File: src/rtl/ap_pkg.sv
package ap_pkg;

    localparam int BYTE_BITS = 8;

    // Commands accepted by the bit-level engine
    typedef enum logic [1:0] {
        CMD_START = 2'd0,
        CMD_BYTE  = 2'd1,
        CMD_STOP  = 2'd2
    } bus_cmd_e;

    // Poll sequencer states
    typedef enum logic [2:0] {
        PS_IDLE       = 3'd0,
        PS_START      = 3'd1,
        PS_ADDR       = 3'd2,
        PS_STOP_RETRY = 3'd3,
        PS_STOP_END   = 3'd4,
        PS_STOP_TO    = 3'd5
    } poll_state_e;

    // Probe byte: address with the direction bit cleared (write)
    function automatic logic [7:0] probe_byte(input logic [6:0] addr);
        return {addr, 1'b0};
    endfunction

endpackage

File: src/rtl/ap_tick_gen.sv
module ap_tick_gen #(
    parameter int CLK_DIV = 250
) (
    input  logic clk,
    input  logic rst,
    output logic tick_o
);
    localparam int CW = (CLK_DIV > 1) ? $clog2(CLK_DIV) : 1;
    localparam logic [CW-1:0] LAST = CW'(CLK_DIV - 1);

    logic [CW-1:0] cnt;

    always_ff @(posedge clk) begin
        if (rst) begin
            cnt    <= '0;
            tick_o <= 1'b0;
        end else begin
            tick_o <= (cnt == LAST);
            cnt    <= (cnt == LAST) ? '0 : cnt + CW'(1);
        end
    end
endmodule

File: src/rtl/ap_bit_engine.sv
module ap_bit_engine
    import ap_pkg::*;
(
    input  logic     clk,
    input  logic     rst,
    input  logic     tick_i,
    input  logic     cmd_valid_i,
    input  bus_cmd_e cmd_i,
    input  logic [7:0] tx_byte_i,
    input  logic     sda_i,
    output logic     done_o,
    output logic     ack_o,
    output logic     scl_oe_o,
    output logic     sda_oe_o
);
    localparam logic [3:0] ACK_IDX = 4'(BYTE_BITS);

    logic       active;
    bus_cmd_e   cmd_q;
    logic [1:0] phase;
    logic [3:0] bit_idx;
    logic [7:0] shreg;

    always_ff @(posedge clk) begin
        if (rst) begin
            active   <= 1'b0;
            cmd_q    <= CMD_START;
            phase    <= 2'd0;
            bit_idx  <= 4'd0;
            shreg    <= 8'd0;
            done_o   <= 1'b0;
            ack_o    <= 1'b0;
            scl_oe_o <= 1'b0;
            sda_oe_o <= 1'b0;
        end else begin
            done_o <= 1'b0;
            if (!active) begin
                if (cmd_valid_i) begin
                    active  <= 1'b1;
                    cmd_q   <= cmd_i;
                    phase   <= 2'd0;
                    bit_idx <= 4'd0;
                    shreg   <= tx_byte_i;
                end
            end else if (tick_i) begin
                phase <= phase + 2'd1;
                case (cmd_q)
                    CMD_START: begin
                        // release SDA, release SCL, SDA low (start), SCL low
                        case (phase)
                            2'd0: sda_oe_o <= 1'b0;
                            2'd1: scl_oe_o <= 1'b0;
                            2'd2: sda_oe_o <= 1'b1;
                            default: begin
                                scl_oe_o <= 1'b1;
                                active   <= 1'b0;
                                done_o   <= 1'b1;
                            end
                        endcase
                    end
                    CMD_BYTE: begin
                        case (phase)
                            2'd0: begin
                                scl_oe_o <= 1'b1;
                                sda_oe_o <= (bit_idx < ACK_IDX) ? ~shreg[7] : 1'b0;
                            end
                            2'd1: scl_oe_o <= 1'b0;
                            2'd2: if (bit_idx == ACK_IDX) ack_o <= ~sda_i;
                            default: begin
                                scl_oe_o <= 1'b1;
                                shreg    <= {shreg[6:0], 1'b0};
                                if (bit_idx == ACK_IDX) begin
                                    active <= 1'b0;
                                    done_o <= 1'b1;
                                end else begin
                                    bit_idx <= bit_idx + 4'd1;
                                end
                            end
                        endcase
                    end
                    default: begin
                        // SCL low with SDA low, release SCL, release SDA (stop)
                        case (phase)
                            2'd0: begin
                                scl_oe_o <= 1'b1;
                                sda_oe_o <= 1'b1;
                            end
                            2'd1: scl_oe_o <= 1'b0;
                            2'd2: sda_oe_o <= 1'b0;
                            default: begin
                                active <= 1'b0;
                                done_o <= 1'b1;
                            end
                        endcase
                    end
                endcase
            end
        end
    end

    // data bits only move SDA while SCL is driven low
    p_sda_steady_r8: assert property (@(posedge clk) disable iff (rst)
        (active && cmd_q == CMD_BYTE && !scl_oe_o && $past(!scl_oe_o))
        |-> $stable(sda_oe_o));

    // the sequencer only hands over a command when the engine is free
    p_cmd_accept_r2: assert property (@(posedge clk) disable iff (rst)
        cmd_valid_i |-> !active);

endmodule

File: src/rtl/ack_poll_master.sv
module ack_poll_master
    import ap_pkg::*;
#(
    parameter int CLK_DIV = 250,
    parameter int PROBE_W = 8
) (
    input  logic               clk,
    input  logic               rst,
    input  logic               start_i,
    input  logic               next_write_i,
    input  logic [6:0]         dev_addr_i,
    input  logic [PROBE_W-1:0] max_probes_i,
    input  logic               sda_i,
    output logic               scl_oe_o,
    output logic               sda_oe_o,
    output logic               busy_o,
    output logic               done_o,
    output logic               timeout_o
);
    localparam logic [PROBE_W-1:0] ONE = PROBE_W'(1);

    poll_state_e        state;
    logic               issued;
    logic               wr_q;
    logic [6:0]         addr_q;
    logic [PROBE_W-1:0] max_q;
    logic [PROBE_W-1:0] cnt;
    logic [PROBE_W-1:0] cnt_inc;

    logic     tick;
    logic     cmd_valid;
    bus_cmd_e cmd;
    logic     eng_done;
    logic     eng_ack;

    assign cnt_inc   = cnt + ONE;
    assign cmd_valid = (state != PS_IDLE) && !issued;

    always_comb begin
        case (state)
            PS_START: cmd = CMD_START;
            PS_ADDR:  cmd = CMD_BYTE;
            default:  cmd = CMD_STOP;
        endcase
    end

    ap_tick_gen #(.CLK_DIV(CLK_DIV)) u_tick (
        .clk    (clk),
        .rst    (rst),
        .tick_o (tick)
    );

    ap_bit_engine u_eng (
        .clk         (clk),
        .rst         (rst),
        .tick_i      (tick),
        .cmd_valid_i (cmd_valid),
        .cmd_i       (cmd),
        .tx_byte_i   (probe_byte(addr_q)),
        .sda_i       (sda_i),
        .done_o      (eng_done),
        .ack_o       (eng_ack),
        .scl_oe_o    (scl_oe_o),
        .sda_oe_o    (sda_oe_o)
    );

    always_ff @(posedge clk) begin
        if (rst) begin
            state     <= PS_IDLE;
            issued    <= 1'b0;
            wr_q      <= 1'b0;
            addr_q    <= 7'd0;
            max_q     <= ONE;
            cnt       <= '0;
            busy_o    <= 1'b0;
            done_o    <= 1'b0;
            timeout_o <= 1'b0;
        end else begin
            done_o    <= 1'b0;
            timeout_o <= 1'b0;
            if (state == PS_IDLE) begin
                if (start_i) begin
                    busy_o <= 1'b1;
                    wr_q   <= next_write_i;
                    addr_q <= dev_addr_i;
                    max_q  <= (max_probes_i == '0) ? ONE : max_probes_i;
                    cnt    <= '0;
                    issued <= 1'b0;
                    state  <= PS_START;
                end
            end else begin
                if (cmd_valid) issued <= 1'b1;
                if (eng_done) begin
                    issued <= 1'b0;
                    case (state)
                        PS_START: state <= PS_ADDR;
                        PS_ADDR: begin
                            if (eng_ack) begin
                                if (wr_q) begin
                                    done_o <= 1'b1;
                                    busy_o <= 1'b0;
                                    state  <= PS_IDLE;
                                end else begin
                                    state <= PS_STOP_END;
                                end
                            end else begin
                                cnt   <= cnt_inc;
                                state <= (cnt_inc >= max_q) ? PS_STOP_TO : PS_STOP_RETRY;
                            end
                        end
                        PS_STOP_RETRY: state <= PS_START;
                        PS_STOP_END: begin
                            done_o <= 1'b1;
                            busy_o <= 1'b0;
                            state  <= PS_IDLE;
                        end
                        default: begin
                            timeout_o <= 1'b1;
                            busy_o    <= 1'b0;
                            state     <= PS_IDLE;
                        end
                    endcase
                end
            end
        end
    end

    // completion flags are exclusive single-cycle pulses
    p_flags_excl_r9: assert property (@(posedge clk) disable iff (rst)
        !(done_o && timeout_o));
    p_done_pulse_r9: assert property (@(posedge clk) disable iff (rst)
        done_o |=> !done_o);
    p_tmo_pulse_r9: assert property (@(posedge clk) disable iff (rst)
        timeout_o |=> !timeout_o);

    // busy only drops together with a completion flag
    p_busy_end_r7: assert property (@(posedge clk) disable iff (rst)
        $fell(busy_o) |-> (done_o || timeout_o));

    // never more unanswered probes than the latched limit
    p_probe_bound_r6: assert property (@(posedge clk) disable iff (rst)
        busy_o |-> (cnt <= max_q));

    // write-continue ending keeps SCL held low with SDA released
    p_hold_bus_r5: assert property (@(posedge clk) disable iff (rst)
        (done_o && wr_q) |-> (scl_oe_o && !sda_oe_o));

    // other endings leave both lines released
    p_release_bus_r4: assert property (@(posedge clk) disable iff (rst)
        ((done_o && !wr_q) || timeout_o) |-> (!scl_oe_o && !sda_oe_o));

endmodule

File: config.mk
export PLATFORM = sky130hd
export DESIGN_NAME = ack_poll_master
export DESIGN_NICKNAME = d
export VERILOG_FILES = /design/src/rtl/ap_pkg.sv /design/src/rtl/ap_tick_gen.sv /design/src/rtl/ap_bit_engine.sv /design/src/rtl/ack_poll_master.sv
export SDC_FILE = /design/constraint.sdc
export NUM_CORES = 1
export LEC_CHECK = 0
export BUFFER_PORTS_ARGS = -buffer_cell sky130_fd_sc_hd__buf_2
export CORE_UTILIZATION = 53
export CTS_BUF_LIST = sky130_fd_sc_hd__clkbuf_8
export DETAILED_ROUTE_END_ITERATION = 7
export PLACE_DENSITY = 0.75
export SLEW_MARGIN = 10
export SYNTH_ARGS = -nofsm -noshare
export SYNTH_HDL_FRONTEND = slang
export SYNTH_SLANG_ARGS = --single-unit
File: constraint.sdc
create_clock -name clk -period 2.3 [get_ports clk]
set_input_delay 0.46 -clock clk [delete_from_list [all_inputs] [get_ports clk]]
set_output_delay 0.46 -clock clk [all_outputs]
set_load 0.02 [all_outputs]
# Word level (Yosys, flattened, before mapping)
# Cells that the tools add are included.
# Widths: inputs -> output; s select.
# word_totals
reg_bits	61
latch_bits	0
mem_bits_rw	0
mem_bits_ro	0
in_bits	20
n_memories	0
# op_classes
add_sub_neg	4
mul	0
n_div	0
n_lt_le_gt_ge	2
eq_ne	21
shift	0
n_mux	62
bitwise_logic	5
reduce_logical	32
# ops
operator	n
$mux 8	11
$mux 1	25
$mux 4	6
$reduce_and 5->1	4
$mux 3	6
$pmux 1 s2	9
$add 8x1->8 const B	2
$ne 2x2->1 const B	8
$reduce_and 4->1	3
$reduce_and 2->1	5
$pmux 3 s3	1
$reduce_or 3->1	3
$eq 8x8->1 const B	1
$ge 8x8->1	1
$logic_not 8->1	1
$reduce_bool 2->1	4
$eq 3x2->1 const B	2
$mux 2	3
$reduce_bool 3->1	2
$reduce_or 2->1	3
$not 1->1	5
$add 4x1->4 const B	1
$eq 2x1->1 const B	2
$eq 4x4->1 const B	1
15 further kinds	17

# Depth between registers and ports, before layout
# depth
ltp_word	7
mapped_depth	9
depth_no_buf	9

# Hierarchy
# A second synthesis with hierarchy kept.
# hier_totals
cells_unflattened	363
hier_area_um2	3090.5
# modules_own_cells
module	instances	cells_per_inst	area_each_um2
ack_poll_master	1	206	1597.8
ap_bit_engine	1	114	1107.3
ap_tick_gen	1	43	385.4

# Least setup slack after synthesis
# No wires, ideal clock.
# synth_timing
kind	flip-flop to flip-flop
startpoint	register cnt[0]
endpoint	register state[2]
arrival_ns	2.080
required_ns	2.183
slack_ns	0.103
path_stages_with_launch	10
n_path_buf	0
period_less_slack_ns	2.197
cell_sequence	dfxtp_1 > ha_1 > nand2_1 > or3_1 > nand2_1 > ha_1 > a21o_1 > a211oi_1 > o21ai_0 > a32o_1
# synth_between
elab_chain_len	7
# synth_lines
element	line_no	source
from (decl)	ack_poll_master.sv:27	logic [PROBE_W-1:0] cnt;
from (signal assigned)	ack_poll_master.sv:107	cnt <= cnt_inc;
$add 8x1->8	ack_poll_master.sv:36	assign cnt_inc = cnt + ONE;
$ge 8x8->1	ack_poll_master.sv:108	state <= (cnt_inc >= max_q) ? PS_STOP_TO : PS_STOP_RETRY;
$mux 3	ack_poll_master.sv:108	
$mux 3	ack_poll_master.sv:98	if (eng_ack) begin
$pmux 3 s3	ack_poll_master.sv:95	case (state)
$mux 3	ack_poll_master.sv:93	if (eng_done) begin
$mux 3	ack_poll_master.sv:81	if (state == PS_IDLE) begin
to (signal assigned)	ack_poll_master.sv:108	
to (decl)	ack_poll_master.sv:22	poll_state_e state;
# No other way between the ends. The select of a mux whose other input is x is not followed.
# A chain may end at the register's enable or synchronous reset.

# Final worst setup path
# layout_timing
startpoint	register cnt[1]
endpoint	register state[2]
# The elaborated chain is that of the path after synthesis.

==> results.toml <==
[outcome]
outcome = "complete, no violations"

[setup_path]
worst_setup_path_end_kind = "register"
wp_data_required_ns = 2.54
cp-start-kind = "register"
worstSetupPathType = "reg2reg"
critical_path.max_fanout = 6
worst_ep_arrival_time_ns = 2.40

[yosys]
dominant_combinational_cell_family_by_area_after_synthesis = "simple AND/OR/NAND/NOR gates"
synthMuxAreaShare_pct = 2.36
synth_flop_cell = "sky130_fd_sc_hd__dfxtp_1"
synth.lib_cells_used.distinct = 56
post_synth_adder_cell_area_pct = 7.18
synthSimpleGateAreaFrac_pct = 23.1
synth-warning-count = 0
post_synthesis_area_per_instance_um2 = 8.59
post_synthesis_compound_gate_area_fraction_pct = 18.7
number_of_synthesized_register_bits = 60
netlist_area_um2 = 2960
synth_cells = 345
synth_xor_xnor_area_share_pct = 3.55
synth_nets = 382
synth_sequential_area_ratio_pct = 40.5
number_of_enable_type_register_cells_in_the_synthesized_netlist = 0
async_reset_ff_share_pct = 0

[power]
seq_power_share_pct = 52.5
vdd.ir_drop.worst_v = 0.000481
clkPwrFrac_pct = 36.4
total_power_uw = 2140
combPwrFrac_pct = 11.1
total_switching_power_uw = 538
powerDensity_nw_per_um2 = 646
static-leakage-power_uw = 0.00128
internal_power_uw = 1600
power.share.switching_pct = 25.1

[floorplan]
row_count = 26
design.portCount = 25
fp.coreArea_um2 = 5240
die_height_um = 76.8
die_x_um = 76.8
total_die_area_um2 = 5890
initial_core_util_pct = 56.6

[timing]
fmax_ghz = 0.461
worst_hold_slack_ns = 0.354
timing.final.crit_share_pct = 94.3
clock-skew-final_ns = 0.00550
finalSetupViolCount = 0
worst-slew-pin-transition_ns = 0.704
timing.max_slew.rel_slack_pct = 53.0
final_max_slew_viol_count = 0
fin_crit_ns = 2.17
hold_viol = 0
final.setup.tns_ns = 0

[place]
placed_cell_area_um2 = 3150
io_buffers = 24
globalplace.congestion = 0.818
dp_hpwl_mm = 4.27

[cts]
post_cts.resized_instances = 0
htree_levels = 3
clock_path_buffers = 2
ctsHoldBuffers = 0
cts_post_setup_buffers_inserted = 0
numCtsBuffers = 9
cts-root-buf = "sky130_fd_sc_hd__clkbuf_8"
cts_tree = "done"
worst_skew_pair.late_latency_ns = 0.34
cts_num_sinks = 60
cts.clk_slew.worst_paths_ns = 0.06

[cells_and_area]
design_area_um2 = 3310
synthToLayoutAreaGrowth_pct = 11.9
multi_input_area_um2 = 1640
seqCellArea_um2 = 1200
diodes = 0
postLayoutCoreUtil_pct = 63.3
net_count_of_the_finished_layout = 410
drive_gt1_share_pct = 16.4
fill_cells = 466

[routing]
drt_drc_violations_left = 0
dr_total_vias = 2498
wirelength_mm = 6.03
drtPass1Iterations = 4
detail_route.vias_per_cell = 5.64
antenna_left = 0
post_drt_wl_per_cell_um = 13.6
detail_route.iter0.violations = 113

[flow_run]
drv_cap = 0

[global_routing]
antenna_found_initial = 0
via_count_of_the_first_global_routing_pass = 2301
grt_pass1_wl_mm = 10.3
grt_overflow = 0
grt_start_max_net_pins = 20
track_usage_pct = 22.1

[worst_hold_path]
worst_hold_class = "in2reg"
## layout make-up
type | instances | area share [%]
clock buffer | 11 | 4.57
sequential | 60 | 36.3
inverter | 15 | 1.70
timing repair buffer | 32 | 5.44
multi-input combinational | 255 | 49.3
tap | 70 | 2.64
## through the flow
stage          std cells  setup slack, ns
2_1_floorplan        345            0.103
3_3_place_gp         432            0.130
3_5_place_dp         432           0.0575
4_1_cts              443           0.0414
5_1_grt              443          -0.0127
6_report             443            0.132
## registers in the layout (all words and copies together), names as in the netlist, 2 cells and up
register       count
u_eng.cmd_q        2
max_q              8
state              3
u_eng.phase        2
u_eng.shreg        7
u_eng.bit_idx      4
cnt                8
addr_q             7
u_tick.cnt         8
## layout by cell type, fill, tap and decap left out, types with 8 or more instances in the layout
master	Yosys	final
sky130_fd_sc_hd__clkbuf_8	0	11
sky130_fd_sc_hd__a21oi_1	38	38
sky130_fd_sc_hd__buf_4	0	8
sky130_fd_sc_hd__inv_1	15	15
sky130_fd_sc_hd__o21ai_0	10	10
sky130_fd_sc_hd__nor2_1	23	23
sky130_fd_sc_hd__buf_2	7	24
sky130_fd_sc_hd__dfxtp_1	60	58
sky130_fd_sc_hd__ha_1	17	17
sky130_fd_sc_hd__nand3_1	15	15
sky130_fd_sc_hd__nand2_1	54	54
## cells in the mapped netlist, drive strengths merged, types with 2 or more instances
master,instances,share of area [%]
nor3b,2,0.51
or3,5,1.2
nand3b,3,0.76
nor2,23,2.9
nor4,2,0.42
a21oi,39,6.7
clkbuf,5,0.63
and2,2,0.42
nand2,54,6.8
nand3,15,2.5
nand4,7,1.5
xor2,7,2.1
dfxtp,60,41
o211ai,3,0.76
o21ai,11,1.9
a21o,2,0.51
nor3,8,1.5
buf,10,2.1
nor2b,3,0.63
a31oi,2,0.42
a211oi,9,3.3
xnor2,5,1.5
mux2i,7,2.4
inv,15,1.9
and3,4,0.84
ha,17,7.2
and3b,2,0.59
nand2b,2,0.42
## layer usage
layer | part of all wire [%] | wire (µm) | GRT usage (%) | vias to the layer above
met5 | 0 | 0 | 0 | -
met1 | 48 | 2880 | 27.9 | 1177
li1 | - | - | - | 1273
met4 | 1.6 | 99 | 12.1 | 0
met3 | 3.0 | 183 | 3.81 | 9
met2 | 48 | 2870 | 35.7 | 39
## path summary, 6_finish.rpt
check / start / end / slack [ns] / cells after the start
setup / recovery: cnt[1] / state[2] / 0.13 / 9
hold / removal: dev_addr_i[0] / addr_q[0] / 0.35 / 3
setup reg to reg: cnt[1] / state[2] / 0.13 / 9
hold reg to reg: max_q[5] / max_q[5] / 0.45 / 2
## critical path, stage by stage (launching register included)
cell and delay (ns):
sky130_fd_sc_hd__dfxtp_2 0.37, sky130_fd_sc_hd__ha_1 0.19, sky130_fd_sc_hd__nand2_1 0.08, sky130_fd_sc_hd__or3_1 0.33
sky130_fd_sc_hd__nand2_1 0.09, sky130_fd_sc_hd__ha_1 0.23, sky130_fd_sc_hd__a21o_1 0.19, sky130_fd_sc_hd__a211oi_2 0.24
sky130_fd_sc_hd__o21ai_0 0.13, sky130_fd_sc_hd__a32o_1 0.21
## power groups by stage
stage | sequential, µW | combinational, µW | clock (µW)
global placement | 1140 | 232 | 0
detailed placement | 1150 | 238 | 0
finish | 1120 | 238 | 779
CTS | 1120 | 239 | 795
global route | 1130 | 268 | 834
floorplan | 1130 | 179 | 0
## cells by family after synthesis
family / after synthesis
buf+inv: 30
fa+ha+maj: 17
mux: 7
compound gates: 82
flops: 60
simple gates: 137
xor+xnor: 12
(Power assumes the default switching activity.)
